## config.mk

```make
export PLATFORM = sky130hd
export DESIGN_NAME = cpu8_core
export DESIGN_NICKNAME = d
export VERILOG_FILES = /design/src/rtl/cpu8_pkg.sv /design/src/rtl/cpu8_alu.sv /design/src/rtl/cpu8_regfile.sv /design/src/rtl/cpu8_core.sv
export SDC_FILE = /design/constraint.sdc
export NUM_CORES = 1
export LEC_CHECK = 0
export BUFFER_PORTS_ARGS = -buffer_cell sky130_fd_sc_hd__clkbuf_2
export CORE_MARGIN = 2
export CORE_UTILIZATION = 55
export CTS_CLUSTER_DIAMETER = 50
export DETAILED_ROUTE_END_ITERATION = 12
export PLACE_DENSITY = 0.88
export SLEW_MARGIN = 5
export SYNTH_ARGS = -nofsm -noshare
export SYNTH_HDL_FRONTEND = slang
export SYNTH_SLANG_ARGS = --single-unit
```

## constraint.sdc

```tcl
create_clock -name clk -period 8 [get_ports clk]
set_input_delay 1.6 -clock clk [delete_from_list [all_inputs] [get_ports clk]]
set_output_delay 1.6 -clock clk [all_outputs]
set_load 0.05 [all_outputs]
```

## src/rtl/cpu8_pkg.sv

```systemverilog
package cpu8_pkg;

    localparam int BYTE_W = 8;
    localparam int PC_W   = 2 * BYTE_W;

    localparam logic [BYTE_W-1:0] OPC_MOVI = 8'h01;
    localparam logic [BYTE_W-1:0] OPC_ADD  = 8'h02;
    localparam logic [BYTE_W-1:0] OPC_SUB  = 8'h03;
    localparam logic [BYTE_W-1:0] OPC_JMP  = 8'h04;
    localparam logic [BYTE_W-1:0] OPC_JZ   = 8'h05;
    localparam logic [BYTE_W-1:0] OPC_JNZ  = 8'h06;
    localparam logic [BYTE_W-1:0] OPC_CMPI = 8'h07;
    localparam logic [BYTE_W-1:0] OPC_MOVR = 8'h08;
    localparam logic [BYTE_W-1:0] OPC_CMPR = 8'h09;
    localparam logic [BYTE_W-1:0] OPC_HLT  = 8'hFF;

    typedef enum logic [2:0] {
        S_OPCODE,
        S_ARG1,
        S_ARG2,
        S_EXEC,
        S_STOP
    } fsm_e;

    typedef enum logic [1:0] {
        ALU_PASS,
        ALU_ADD,
        ALU_SUB
    } alu_op_e;

    typedef struct packed {
        fsm_e              fsm;
        logic [PC_W-1:0]   pc;
        logic [BYTE_W-1:0] opcode;
        logic [BYTE_W-1:0] arg1;
        logic              zero;
        logic              carry;
        logic              error;
    } core_state_t;

    function automatic logic is_three_byte(input logic [BYTE_W-1:0] opc);
        return (opc == OPC_MOVI) || (opc == OPC_ADD)  || (opc == OPC_SUB)  ||
               (opc == OPC_JMP)  || (opc == OPC_JZ)   || (opc == OPC_JNZ)  ||
               (opc == OPC_CMPI) || (opc == OPC_MOVR) || (opc == OPC_CMPR);
    endfunction

endpackage

```

## src/rtl/cpu8_alu.sv

```systemverilog
module cpu8_alu
    import cpu8_pkg::*;
(
    input  alu_op_e           op_i,
    input  logic [BYTE_W-1:0] a_i,
    input  logic [BYTE_W-1:0] b_i,
    output logic [BYTE_W-1:0] result_o,
    output logic              carry_o,
    output logic              zero_o
);

    logic [BYTE_W:0] wide_d;

    always_comb begin
        wide_d = '0;
        unique case (op_i)
            ALU_ADD: wide_d = {1'b0, a_i} + {1'b0, b_i};
            ALU_SUB: wide_d = {1'b0, a_i} - {1'b0, b_i};
            default: wide_d = {1'b0, b_i};
        endcase
        result_o = wide_d[BYTE_W-1:0];
        carry_o  = wide_d[BYTE_W];
        zero_o   = (wide_d[BYTE_W-1:0] == '0);
    end

    // carry agrees with an unsigned comparison of the operands
    always_comb begin
        if (op_i == ALU_SUB) begin
            a_r5_borrow_matches_compare: assert (carry_o == (a_i < b_i));
        end
        if (op_i == ALU_ADD) begin
            a_r4_carry_matches_wrap: assert (carry_o == (result_o < a_i));
        end
    end

endmodule

```

## src/rtl/cpu8_regfile.sv

```systemverilog
module cpu8_regfile
    import cpu8_pkg::*;
#(
    parameter int NUM_REGS = 4,
    localparam int FLAT_W  = NUM_REGS * BYTE_W
) (
    input  logic              clk,
    input  logic              rst_n,
    input  logic [BYTE_W-1:0] rd_idx_a_i,
    input  logic [BYTE_W-1:0] rd_idx_b_i,
    output logic [BYTE_W-1:0] rd_val_a_o,
    output logic [BYTE_W-1:0] rd_val_b_o,
    input  logic              wr_en_i,
    input  logic [BYTE_W-1:0] wr_idx_i,
    input  logic [BYTE_W-1:0] wr_val_i,
    output logic [FLAT_W-1:0] regs_flat_o
);

    logic [BYTE_W-1:0] regs_q [NUM_REGS];
    logic [BYTE_W-1:0] regs_d [NUM_REGS];

    for (genvar g = 0; g < NUM_REGS; g++) begin : g_reg
        always_comb begin
            regs_d[g] = regs_q[g];
            if (wr_en_i && (wr_idx_i == BYTE_W'(g))) begin
                regs_d[g] = wr_val_i;
            end
        end

        always_ff @(posedge clk or negedge rst_n) begin
            if (!rst_n) begin
                regs_q[g] <= '0;
            end else begin
                regs_q[g] <= regs_d[g];
            end
        end

        assign regs_flat_o[g*BYTE_W +: BYTE_W] = regs_q[g];
    end

    // Out-of-range indices read as zero
    always_comb begin
        rd_val_a_o = '0;
        rd_val_b_o = '0;
        for (int i = 0; i < NUM_REGS; i++) begin
            if (rd_idx_a_i == BYTE_W'(i)) rd_val_a_o = regs_q[i];
            if (rd_idx_b_i == BYTE_W'(i)) rd_val_b_o = regs_q[i];
        end
    end

    // a write aimed past the last register leaves every register alone
    a_r9_oob_write_ignored: assert property (@(posedge clk) disable iff (!rst_n)
        (wr_en_i && (wr_idx_i >= BYTE_W'(NUM_REGS))) |=> $stable(regs_flat_o));

endmodule

```

## src/rtl/cpu8_core.sv

```systemverilog
module cpu8_core
    import cpu8_pkg::*;
#(
    parameter int NUM_REGS = 4,
    localparam int FLAT_W  = NUM_REGS * BYTE_W
) (
    input  logic              clk,
    input  logic              rst_n,
    output logic [PC_W-1:0]   mem_addr_o,
    output logic              mem_rd_o,
    input  logic [BYTE_W-1:0] mem_rdata_i,
    output logic [FLAT_W-1:0] regs_o,
    output logic              zero_o,
    output logic              carry_o,
    output logic              halted_o,
    output logic              error_o
);

    core_state_t cur_q, nxt_d;

    logic [BYTE_W-1:0] rd_val_a, rd_val_b;
    logic              wr_en_d;
    logic [BYTE_W-1:0] alu_b_d;
    alu_op_e           alu_op_d;
    logic [BYTE_W-1:0] alu_res;
    logic              alu_carry, alu_zero;
    logic [PC_W-1:0]   pc_inc;

    assign pc_inc = cur_q.pc + PC_W'(1);

    cpu8_regfile #(.NUM_REGS(NUM_REGS)) u_regs (
        .clk         (clk),
        .rst_n       (rst_n),
        .rd_idx_a_i  (cur_q.arg1),
        .rd_idx_b_i  (mem_rdata_i),
        .rd_val_a_o  (rd_val_a),
        .rd_val_b_o  (rd_val_b),
        .wr_en_i     (wr_en_d),
        .wr_idx_i    (cur_q.arg1),
        .wr_val_i    (alu_res),
        .regs_flat_o (regs_o)
    );

    cpu8_alu u_alu (
        .op_i     (alu_op_d),
        .a_i      (rd_val_a),
        .b_i      (alu_b_d),
        .result_o (alu_res),
        .carry_o  (alu_carry),
        .zero_o   (alu_zero)
    );

    always_comb begin
        nxt_d      = cur_q;
        mem_rd_o   = 1'b0;
        mem_addr_o = cur_q.pc;
        wr_en_d    = 1'b0;
        alu_op_d   = ALU_PASS;
        alu_b_d    = mem_rdata_i;

        unique case (cur_q.fsm)
            S_OPCODE: begin
                mem_rd_o  = 1'b1;
                nxt_d.pc  = pc_inc;
                nxt_d.fsm = S_ARG1;
            end

            S_ARG1: begin
                nxt_d.opcode = mem_rdata_i;
                if (mem_rdata_i == OPC_HLT) begin
                    nxt_d.fsm = S_STOP;
                end else if (!is_three_byte(mem_rdata_i)) begin
                    nxt_d.fsm   = S_STOP;
                    nxt_d.error = 1'b1;
                end else begin
                    mem_rd_o  = 1'b1;
                    nxt_d.pc  = pc_inc;
                    nxt_d.fsm = S_ARG2;
                end
            end

            S_ARG2: begin
                nxt_d.arg1 = mem_rdata_i;
                mem_rd_o   = 1'b1;
                nxt_d.pc   = pc_inc;
                nxt_d.fsm  = S_EXEC;
            end

            S_EXEC: begin
                nxt_d.fsm = S_OPCODE;
                unique case (cur_q.opcode)
                    OPC_MOVI, OPC_MOVR: begin
                        alu_op_d   = ALU_PASS;
                        alu_b_d    = (cur_q.opcode == OPC_MOVR) ? rd_val_b : mem_rdata_i;
                        wr_en_d    = 1'b1;
                        nxt_d.zero = alu_zero;
                    end
                    OPC_ADD, OPC_SUB: begin
                        alu_op_d    = (cur_q.opcode == OPC_ADD) ? ALU_ADD : ALU_SUB;
                        alu_b_d     = rd_val_b;
                        wr_en_d     = 1'b1;
                        nxt_d.zero  = alu_zero;
                        nxt_d.carry = alu_carry;
                    end
                    OPC_CMPI, OPC_CMPR: begin
                        alu_op_d    = ALU_SUB;
                        alu_b_d     = (cur_q.opcode == OPC_CMPR) ? rd_val_b : mem_rdata_i;
                        nxt_d.zero  = alu_zero;
                        nxt_d.carry = alu_carry;
                    end
                    OPC_JMP: begin
                        nxt_d.pc = {mem_rdata_i, cur_q.arg1};
                    end
                    OPC_JZ: begin
                        if (cur_q.zero) nxt_d.pc = {mem_rdata_i, cur_q.arg1};
                    end
                    OPC_JNZ: begin
                        if (!cur_q.zero) nxt_d.pc = {mem_rdata_i, cur_q.arg1};
                    end
                    default: begin
                        nxt_d.fsm   = S_STOP;
                        nxt_d.error = 1'b1;
                    end
                endcase
            end

            default: begin
                nxt_d.fsm = S_STOP;
            end
        endcase
    end

    always_ff @(posedge clk or negedge rst_n) begin
        if (!rst_n) begin
            cur_q <= '{fsm: S_OPCODE, pc: '0, opcode: '0, arg1: '0,
                       zero: 1'b0, carry: 1'b0, error: 1'b0};
        end else begin
            cur_q <= nxt_d;
        end
    end

    assign zero_o   = cur_q.zero;
    assign carry_o  = cur_q.carry;
    assign halted_o = (cur_q.fsm == S_STOP);
    assign error_o  = cur_q.error;

    // no reads while stopped, and the stop is permanent with frozen state
    a_r10_no_fetch_when_halted: assert property (@(posedge clk) disable iff (!rst_n)
        halted_o |-> !mem_rd_o);
    a_r10_halt_holds_state: assert property (@(posedge clk) disable iff (!rst_n)
        halted_o |=> (halted_o && $stable(regs_o) && $stable(zero_o) && $stable(carry_o)));

    // an error always comes with a stop
    a_r11_error_implies_halt: assert property (@(posedge clk) disable iff (!rst_n)
        error_o |-> halted_o);

    // second operand address follows the first
    a_r2_sequential_fetch: assert property (@(posedge clk) disable iff (!rst_n)
        (cur_q.fsm == S_ARG2) |-> (mem_rd_o && (mem_addr_o == $past(mem_addr_o) + PC_W'(1))));

    // compare never touches the register file
    a_r6_cmp_keeps_regs: assert property (@(posedge clk) disable iff (!rst_n)
        ((cur_q.fsm == S_EXEC) && ((cur_q.opcode == OPC_CMPI) || (cur_q.opcode == OPC_CMPR)))
        |=> $stable(regs_o));

    // next opcode read lands on the assembled target, low byte first
    a_r7_jump_target: assert property (@(posedge clk) disable iff (!rst_n)
        ((cur_q.fsm == S_EXEC) && (cur_q.opcode == OPC_JMP))
        |=> (mem_addr_o == {$past(mem_rdata_i), $past(cur_q.arg1)}));

    // an untaken conditional jump falls through to the next byte
    a_r8_fallthrough: assert property (@(posedge clk) disable iff (!rst_n)
        ((cur_q.fsm == S_EXEC) &&
         (((cur_q.opcode == OPC_JZ) && !cur_q.zero) || ((cur_q.opcode == OPC_JNZ) && cur_q.zero)))
        |=> (mem_addr_o == $past(cur_q.pc)));

endmodule

```

**Yosys cells after proc, flatten, opt, wreduce, memory -nomap -nowiden**

Cells that the tools add are included.

- Register bits: 70
- Bits of input ports: 10
- Output and inout port bits: 53
- Logic and storage cells: 114

- Add/subtract/negate cells: 3
- Equality and inequality tests: 35
- Muxes and demuxes: 35
- Reductions and logical operators: 30

Operators by type and width:

| cell | count |
|---|---|
| 16-bit one-hot mux with 3 select lines | 2 |
| 8-bit two-way mux | 11 |
| 8-bit by 3-bit == test with 1-bit output, second input constant | 8 |
| 16-bit two-way mux | 4 |
| 8-bit by 2-bit == test with 1-bit output, second input constant | 6 |
| 8-bit by 4-bit == test with 1-bit output, second input constant | 4 |
| 8-bit by 1-bit == test with 1-bit output, second input constant | 3 |
| 8-bit logical NOT | 3 |
| 8-bit one-hot mux with 3 select lines | 1 |
| 9-bit one-hot mux with 2 select lines | 1 |
| 16-bit by 1-bit adder with 16-bit output, second input constant | 1 |
| 3-bit one-hot mux with 4 select lines | 1 |
| 8-bit by 8-bit adder with 9-bit output | 1 |
| 3-bit two-way mux | 3 |
| 9-bit OR reduction | 1 |
| 8-bit by 8-bit subtractor with 9-bit output | 1 |
| 8-bit == test, second input constant | 1 |
| 1-bit logical OR | 8 |
| 2-bit != test, second input constant | 4 |
| 2-bit OR reduction | 4 |
| 4-bit OR reduction | 2 |
| 1-bit two-way mux | 7 |
| 3-bit by 2-bit == test with 1-bit output, second input constant | 2 |
| 3-bit != test, second input constant | 2 |
| 16 further kinds | 22 |

**Depth between registers and ports, before layout**

Gate-level depths: netlist of run 1.

- Depth after elaboration: 12
- Depth in mapped cells: 17
- Depth with buffers taken out: 16

**Hierarchy**

Synthesis of run 1 repeated with hierarchy kept, for this count alone.

- Cells, all modules: 452
- Area, all modules: 4932.2 um^2

By module, submodules not included:

| module | times used | cells an instance | area an instance (um^2) | sequential area each (um^2) |
|---|---|---|---|---|
| cpu8_core | 1 | 241 | 2468.6 | 950.9 |
| cpu8_regfile | 1 | 111 | 1759.2 | 800.8 |
| cpu8_alu | 1 | 100 | 704.4 | 0.0 |

**Worst setup path before layout of run 1**

Ideal clock, no wire load.

- Kind: input port to flip-flop
- Start point: in mem_rdata_i[0]
- End point: reg cur_q, in the netlist zero_o
- Setup time: 122 ps
- Data arrival time: 5071 ps
- Required time: 7878 ps
- Setup slack: 2807 ps
- Cell stages on the path: 14
- Buffers on the path: 1
- Cell sequence: buf_1 mux4_2 nand3_1 mux2_2 ha_1 o21ai_0 ha_1 nor2b_1 o31a_1 o21a_1 o41ai_1 xor2_1 mux2_2 a32o_1

- Cells in the longest elaborated chain, start to end: 11
- Elaborated cells on any way between the ends: 16
- Classes of those cells: add/sub (2); eq/ne (3); mux (9); reduce/logical (2)

RTL lines:

| what | RTL line | text |
|---|---|---|
| from (decl) | cpu8_core.sv:11 | `input logic [BYTE_W-1:0] mem_rdata_i,` |
| 8-bit logical NOT | cpu8_regfile.sv:47 | `if (rd_idx_b_i == BYTE_W'(i)) rd_val_b_o = regs_q[i];` |
| 8-bit two-way mux (4 in series) | cpu8_regfile.sv:47 |  |
| 8-bit two-way mux, on equally long branches | cpu8_core.sv:107, cpu8_core.sv:94 |  |
| 8-bit one-hot mux with 3 select lines | cpu8_core.sv:91 | `unique case (cur_q.opcode)` |
| 8-bit two-way mux (*) | cpu8_core.sv:61 | `unique case (cur_q.fsm)` |
| 8-bit by 8-bit subtractor with 9-bit output or 8-bit by 8-bit adder with 9-bit output (tied branches) | cpu8_alu.sv:18, cpu8_alu.sv:17 |  |
| 9-bit one-hot mux with 2 select lines (*) | cpu8_alu.sv:16 | `unique case (op_i)` |
| 8-bit logical NOT (*) | cpu8_alu.sv:23 | `zero_o = (wide_d[BYTE_W-1:0] == '0);` |
| to (signal assigned) | cpu8_core.sv:135 | `cur_q <= '{fsm: S_OPCODE, pc: '0, opcode: '0, arg1: '0,` |
| to (signal assigned) | cpu8_core.sv:138 | `cur_q <= nxt_d;` |
| to (decl) | cpu8_core.sv:19 | `core_state_t cur_q, nxt_d;` |

Mark *: on every way between the ends. The rest lies on a longest branch, timed or not.
A chain may end at the register's enable or synchronous reset.

**Worst setup path in the final report of run 1**

Same ends and word-level chain as after synthesis.

==> metrics.txt, run 1 <==
asr flop ratio synth=1.00; GP Congestion=0.879; RSZ-0062 raised after global routing=false; initial antenna violation count=0; H-tree Lvls=3; worst skew pair latency=0.37 ns; Root Driver=clkbuf_8; Final ANT Viol Nets=0; post-DP HPWL=8160 um; GRT Util Overall=0.275; Worst-path clk slew=0.08 ns; input/output buffers=62; Yosys cell types=56; clock share of power=0.378; Comb pwr share=0.164; Synth Warn #=0; max_slew headroom=0.215; core box area=8130 um2; Die Y=95.0 um; clock sinks=70; final wirelength=11700 um; first-pass GRT wire length=19000 um; Tmin final=5.30 ns; Max IR drop VDD=0.131 mV; Vias=3838; Fillers=628; Post-CTS Setup Inserts=0; Crit Path Max Fanout=14; Avg Cell Area, Syn=10.2 um2; most frequent cell after synthesis=dfrtp_1; Post-Syn Area=4560 um2; skew final=0.0119 ns; Final WS setup=2.70 ns; status=finished, final reports clean; post-synth net total=470; Post-Synthesis Cells=448; Post-synth top cells=dfrtp_1, a21oi_1, nor2_1; Worst Setup Start Kind=primary input; period utilization=0.663; hold_buf cts=0; Leak Pwr=2.23 nW; share of cells above drive strength 1=0.321; vias per cell=6.43; vias in the first global route=3631; Slew @ Worst Pin=1.17 ns; switching share of power=0.306; die area=9030 um2; site row count=33; sequential fraction of the synthesis area=0.384; P_sw=0.258 mW; Area Overhead vs Synth=10.0%; Die Wd=95.0 um; pwr dens=168 nW/um2; Final Slew Violations=0; top layer reached by signal wires=met4; cell accounting for the most synthesized area=dfrtp_1; post-place setup slack=2.33 ns; Final Hold Vio Count=0; # resized after CTS=0; Fin Setup TNS=0 ns; total gr overflow=0; Clock Path Buffers=2; TritonRoute pass-1 iters=5; maxcap violations=0; main area contributors after synthesis=dfrtp_1, mux2_2, mux4_2, a21oi_1, nor2_1; antenna cells=0; met2 wire length=5550 um; Ports=63; Hold Path Class=flip-flop to flip-flop; crit path capture type=flip-flop; Reg power frac=0.458; Pwr Total=0.843 mW; DRT iter0 DRCs=385; largest net degree at the start of global routing=71; WL met1=5100 um; maximum clock rate=0.189 GHz; Initial Util=0.560; CTS tree=yes; Yosys reg bits=70; WL met3=693 um; internal power=0.585 mW; wire per inst=19.5 um; CP required=8.25 ns; Synth Flop Type=dfrtp_1; kind of critical path=primary input to flip-flop; CP arrival=5.55 ns; Synth top area share=0.384; drc violations=0; number of synthesized flops with an enable pin=0; CTS buffer count=9; Layout Nets=509; Setup violations, final=0
-- power by group through the flow --
stage	clock (mW)	sequential (mW)	combinational, mW
final	0.319	0.386	0.138
after detailed placement	0	0.392	0.137
after floorplan	0	0.397	0.101
after global routing	0.337	0.389	0.149
after CTS	0.319	0.385	0.138
after global placement	0	0.390	0.132
-- sequential cells by signal, indices dropped and copies added, names as in the netlist --
name	flops
zero_o	1
u_regs.regs_flat_o	32
carry_o	1
cur_q	19
error_o	1
mem_addr_o	16
-- cell families after synthesis --
group / synth area share
flip-flops: 0.384
AND/OR/NAND/NOR: 0.174
XOR/XNOR: 0.0250
AO/OA/AOI/OAI: 0.127
buffers and inverters: 0.0574
adder cells (fa/ha/maj): 0.0346
multiplexers: 0.198
-- critical path, cell delays in order --
cell,delay [ns]
clkbuf_2,0.37
mux4_2,0.57
and3_1,0.19
mux2_2,0.30
inv_1,0.07
ha_1,0.21
o21ai_0,0.31
ha_1,0.30
nor2b_1,0.14
o31a_1,0.26
o21a_1,0.19
o41ai_1,0.34
xor2_1,0.11
mux2_2,0.33
a32o_1,0.27
-- final cells by class --
type	count	area, um2	area share
Clock buffer	10	128	0.0254
Clock inverter	6	86.3	0.0172
Inverter	9	33.8	0.00673
Multi-Input combinational cell	331	2540	0.507
Sequential cell	70	1750	0.349
Tap cell	105	131	0.0262
Timing Repair Buffer	66	340	0.0678
-- stage by stage --
step | cell area (um2) | hold WS, ns | cells | utilization
after CTS | 5020 | 0.496 | 597 | 0.617
after global placement | 4800 | 0.468 | 581 | 0.590
after floorplan | 4560 | 0.494 | 448 | -
final | 5020 | 0.486 | 597 | 0.617
after global routing | 5020 | 0.520 | 597 | 0.617
after detailed placement | 4800 | 0.471 | 581 | 0.590
-- final timing paths --
path,end,depth (start not counted),start,slack [ns]
max,zero_o,15,mem_rdata_i[0],2.70
min,carry_o,2,carry_o,0.49
max reg2reg,zero_o,13,cur_q[37],2.85
min reg2reg,carry_o,2,carry_o,0.49
max in group asynchronous,cur_q[16],2,rst_n,5.97
min in group asynchronous,u_regs.regs_flat_o[1],2,rst_n,1.43
-- placed cells by master (no fill, tap or decap), types with 7 or more instances in the layout --
cell,count
dfrtp_1,70
ha_1,11
nand3_1,19
o22ai_1,8
a21oi_1,46
nor2_1,46
and3_1,8
clkbuf_2,61
nor2b_1,8
inv_1,9
clkbuf_8,9
o21ai_0,17
nand2_1,22
mux4_2,16
mux2_2,44
xor2_1,7
-- layer usage --
metal / up-vias / GRT usage
met3: 32 / 0.0458
met4: 0 / 0.107
li1: 1716 / -
met5: - / 0
met1: 1913 / 0.393
met2: 177 / 0.423
Note: power is estimated with default switching activity, not from simulation.
==> run 2: changes to the inputs <==
--- a/config.mk
+++ b/config.mk
@@ -5,6 +5,7 @@
 export SDC_FILE = /design/constraint.sdc
 export NUM_CORES = 1
 export LEC_CHECK = 0
+export ABC_AREA = 1
 export BUFFER_PORTS_ARGS = -buffer_cell sky130_fd_sc_hd__clkbuf_2
 export CORE_MARGIN = 2
 export CORE_UTILIZATION = 55
==> constraint.sdc (replaced) <==
create_clock -name clk -period 5.3 [get_ports clk]
set_input_delay 1.06 -clock clk [delete_from_list [all_inputs] [get_ports clk]]
set_output_delay 1.06 -clock clk [all_outputs]
set_load 0.05 [all_outputs]
==> run 2 against run 1 <==
- wire length is 11% higher
- setup slack got worse by 1.7 ns
- sequential share of layout area fell by 1.3 points
- sequential power increased by 38%
- via count increased by 23%
- critical path depth is 10 higher
- clock power rose by 55%
- largest power group unchanged
==> metrics.txt, run 2 <==
status=finished, final reports clean; CTS tree=yes; site row count=33 (unchanged); Hold Path Class=flip-flop to flip-flop; Final Core Density=0.632 (+0.0151); total gr overflow=0 (unchanged); Yosys cell types=42 (-25%); pwr dens=211 nW/um2 (+26%); Worst-path clk slew=0.08 ns (about the same); Ports=63 (unchanged); footprint of the multi-input gates=2510 um2 (-1.4%); Post-Synthesis Cells=660 (+47%); # placed instances=799 (+38%); period utilization=0.810; fin cells=815 (+37%); hold slack=0.467 ns (-0.0197 ns); number of synthesized flops with an enable pin=0 (unchanged); die area=9350 um2 (+3.6%); Final Slew Violations=0 (unchanged); Die Wd=96.7 um (+1.8%); drc violations=0 (unchanged); Avg Cell Area, Syn=7.16 um2 (-30%); main area contributors after synthesis=dfrtp_1, nand2_1, o21ai_0, inv_1, nor2_1; share of cells above drive strength 1=0.175 (-0.146); maximum clock rate=0.233 GHz; Comb pwr share=0.066 (-0.098); P_sw=0.279 mW (+8.4%); Clock Path Buffers=2 (unchanged); skew final=0.00596 ns (-0.00589 ns); most common cell after layout, fill and taps aside=nand2_1; largest net degree at the start of global routing=71 (unchanged); sequential cell area=1750 um2 (unchanged); vias per cell=5.77 (-10%); clock sinks=70 (unchanged); crit path capture type=flip-flop; Post-Synth Adder-Cell Area=0.0333 (-0.00124); Layout Nets=727 (+43%); Post-Synth Simple-Gate Area=0.290 (+0.116); Yosys reg bits=70 (unchanged); post-place setup slack=0.684 ns (-1.64 ns); RSZ-0062 raised after global routing=false; Fillers=724 (+15%); cell accounting for the most synthesized area=dfrtp_1; antenna cells=0 (unchanged); worst skew pair latency=0.36 ns (about the same); post-DP HPWL=9640 um (+18%); core box area=8260 um2 (+1.5%); Post-synth top cells=nand2_1, dfrtp_1, o21ai_0; GP Congestion=0.921 (+4.8%); Final ANT Viol Nets=0 (unchanged); Area Overhead vs Synth=10.3%; Reg power frac=0.484 (+0.026); Fin Setup TNS=0 ns (unchanged); vias in the first global route=4471 (+23%); internal power=0.822 mW (+41%); CP delay by family, top=simple AND/OR/NAND/NOR gates; WP depth=25 (+10); post-synth net total=682 (+45%); Die Y=96.7 um (+1.8%); final wirelength=12900 um (+11%); Max IR drop VDD=0.152 mV (+16%); worst path bufs/invs=3 (+1); Vias=4705 (+23%); Tmin final=4.29 ns; Initial Util=0.573 (+0.0122); wire per inst=15.8 um (-19%); CP arrival=4.60 ns (-0.95 ns); switching share of power=0.254 (-0.0523); Final Hold Vio Count=0 (unchanged); crit-path most repeated cell=nand2_1; Root Driver=clkbuf_8; Synth Warn #=0 (unchanged); TritonRoute pass-1 iters=7 (+2); kind of critical path=primary input to flip-flop; largest family of logic cells by synthesized area=simple AND/OR/NAND/NOR gates; Slew @ Worst Pin=0.886 ns (-0.289 ns); Synth top area share=0.370 (-0.0138); most frequent cell after synthesis=nand2_1; Slowest-stage cell, CP=fa_1; H-tree Lvls=3 (unchanged); Leak Pwr=2.67 nW (+20%); Setup violations, final=0 (unchanged); GRT Util Overall=0.278 (+0.00282); input/output buffers=62 (unchanged); Crit Path Max Fanout=7 (-7); reg2reg path depth=26 (+13); XOR/XNOR share of the synthesized area=0.0315 (+0.00651); # resized after CTS=0 (unchanged); Worst Setup Start Kind=primary input; Synth Flop Type=dfrtp_1; CP max stage delay=0.47 ns (-0.10 ns); hold_buf cts=0 (unchanged); complex-gate fraction of the synthesized area=0.176 (+0.0491); clock share of power=0.450 (+0.072); Final WS setup=1.01 ns (-1.69 ns); CTS buffer count=9 (unchanged); Post-CTS Setup Inserts=0 (unchanged); Post-Syn Area=4730 um2 (+3.7%); multiplexer share of the synthesized area=0 (-0.198); maxcap violations=0 (unchanged); initial antenna violation count=0 (unchanged); most frequent cells in the layout=nand2_1, dfrtp_1, o21ai_0; CP required=5.60 ns (-2.65 ns); max_slew headroom=0.409 (+0.195); sequential fraction of the synthesis area=0.370 (-0.0138); max reg flops=32 (unchanged); reg-to-reg setup timing slack=1.38 ns (-1.47 ns); first-pass GRT wire length=21300 um (+12%); DRT iter0 DRCs=283 (-26%); Worst Hold Path Cells=1 (-1); asr flop ratio synth=1.00 (unchanged)
==> run 2: cell types whose count changed in the layout (fill, tap and decap cells not counted), moves of 14 or more <==
cell | before | now
o21ai_0 | 17 | 66
mux2_2 | 44 | 0
nand2_1 | 22 | 187
mux4_2 | 16 | 0
o21ai_1 | 0 | 14
inv_1 | 9 | 62
nor2_1 | 46 | 60
==> run 2: stage by stage <==
step | total power, mW | area, um2
floorplan | 0.586 | 4730
global placement | 0.614 | 5000
detailed placement | 0.616 | 5000
CTS | 1.10 | 5220
global route | 1.14 | 5220
finish | 1.10 | 5220
==> run 2: per-layer routing <==
metal,up-vias,GRT usage,routed length [um]
li1,2244,-,-
met1,2216,0.357,5330
met2,193,0.462,6360
met3,52,0.0499,762
met4,0,0.124,459
met5,-,0,0
==> run 2: worst paths after layout <==
check / start / to
min reg2reg: error_o / error_o
max in group asynchronous: rst_n / u_regs.regs_flat_o[27]
max: mem_rdata_i[3] / zero_o
max reg2reg: cur_q[13] / zero_o
min in group asynchronous: rst_n / cur_q[37]
min: error_o / error_o
==> run 2: logic make-up (layout without fill, tap and decap cells) <==
family                     after synthesis  in the layout
buffers and inverters                  104            154
xor gates and xnor gates                17             17
adders and majority gates               12             12
DFF                                     70             70
AOI/OAI and AO/OA                      147            147
and+or+nand+nor                        310            310
==> run 2: cell type report <==
type                       instances  area share
clock buffer                      10      0.0245
clock inverter                     6      0.0180
inverter                          74      0.0532
multi-input combinational        486       0.481
sequential                        70       0.336
tap                              105      0.0252
timing repair buffer              64      0.0624
==> run 2: power groups by stage <==
stage	Clock (mW)	Combinational (mW)	Sequential, mW
2_1_floorplan	0	0.0410	0.545
3_3_place_gp	0	0.0694	0.544
3_5_place_dp	0	0.0715	0.544
4_1_cts	0.497	0.0721	0.534
5_1_grt	0.521	0.0814	0.534
6_report	0.495	0.0723	0.534
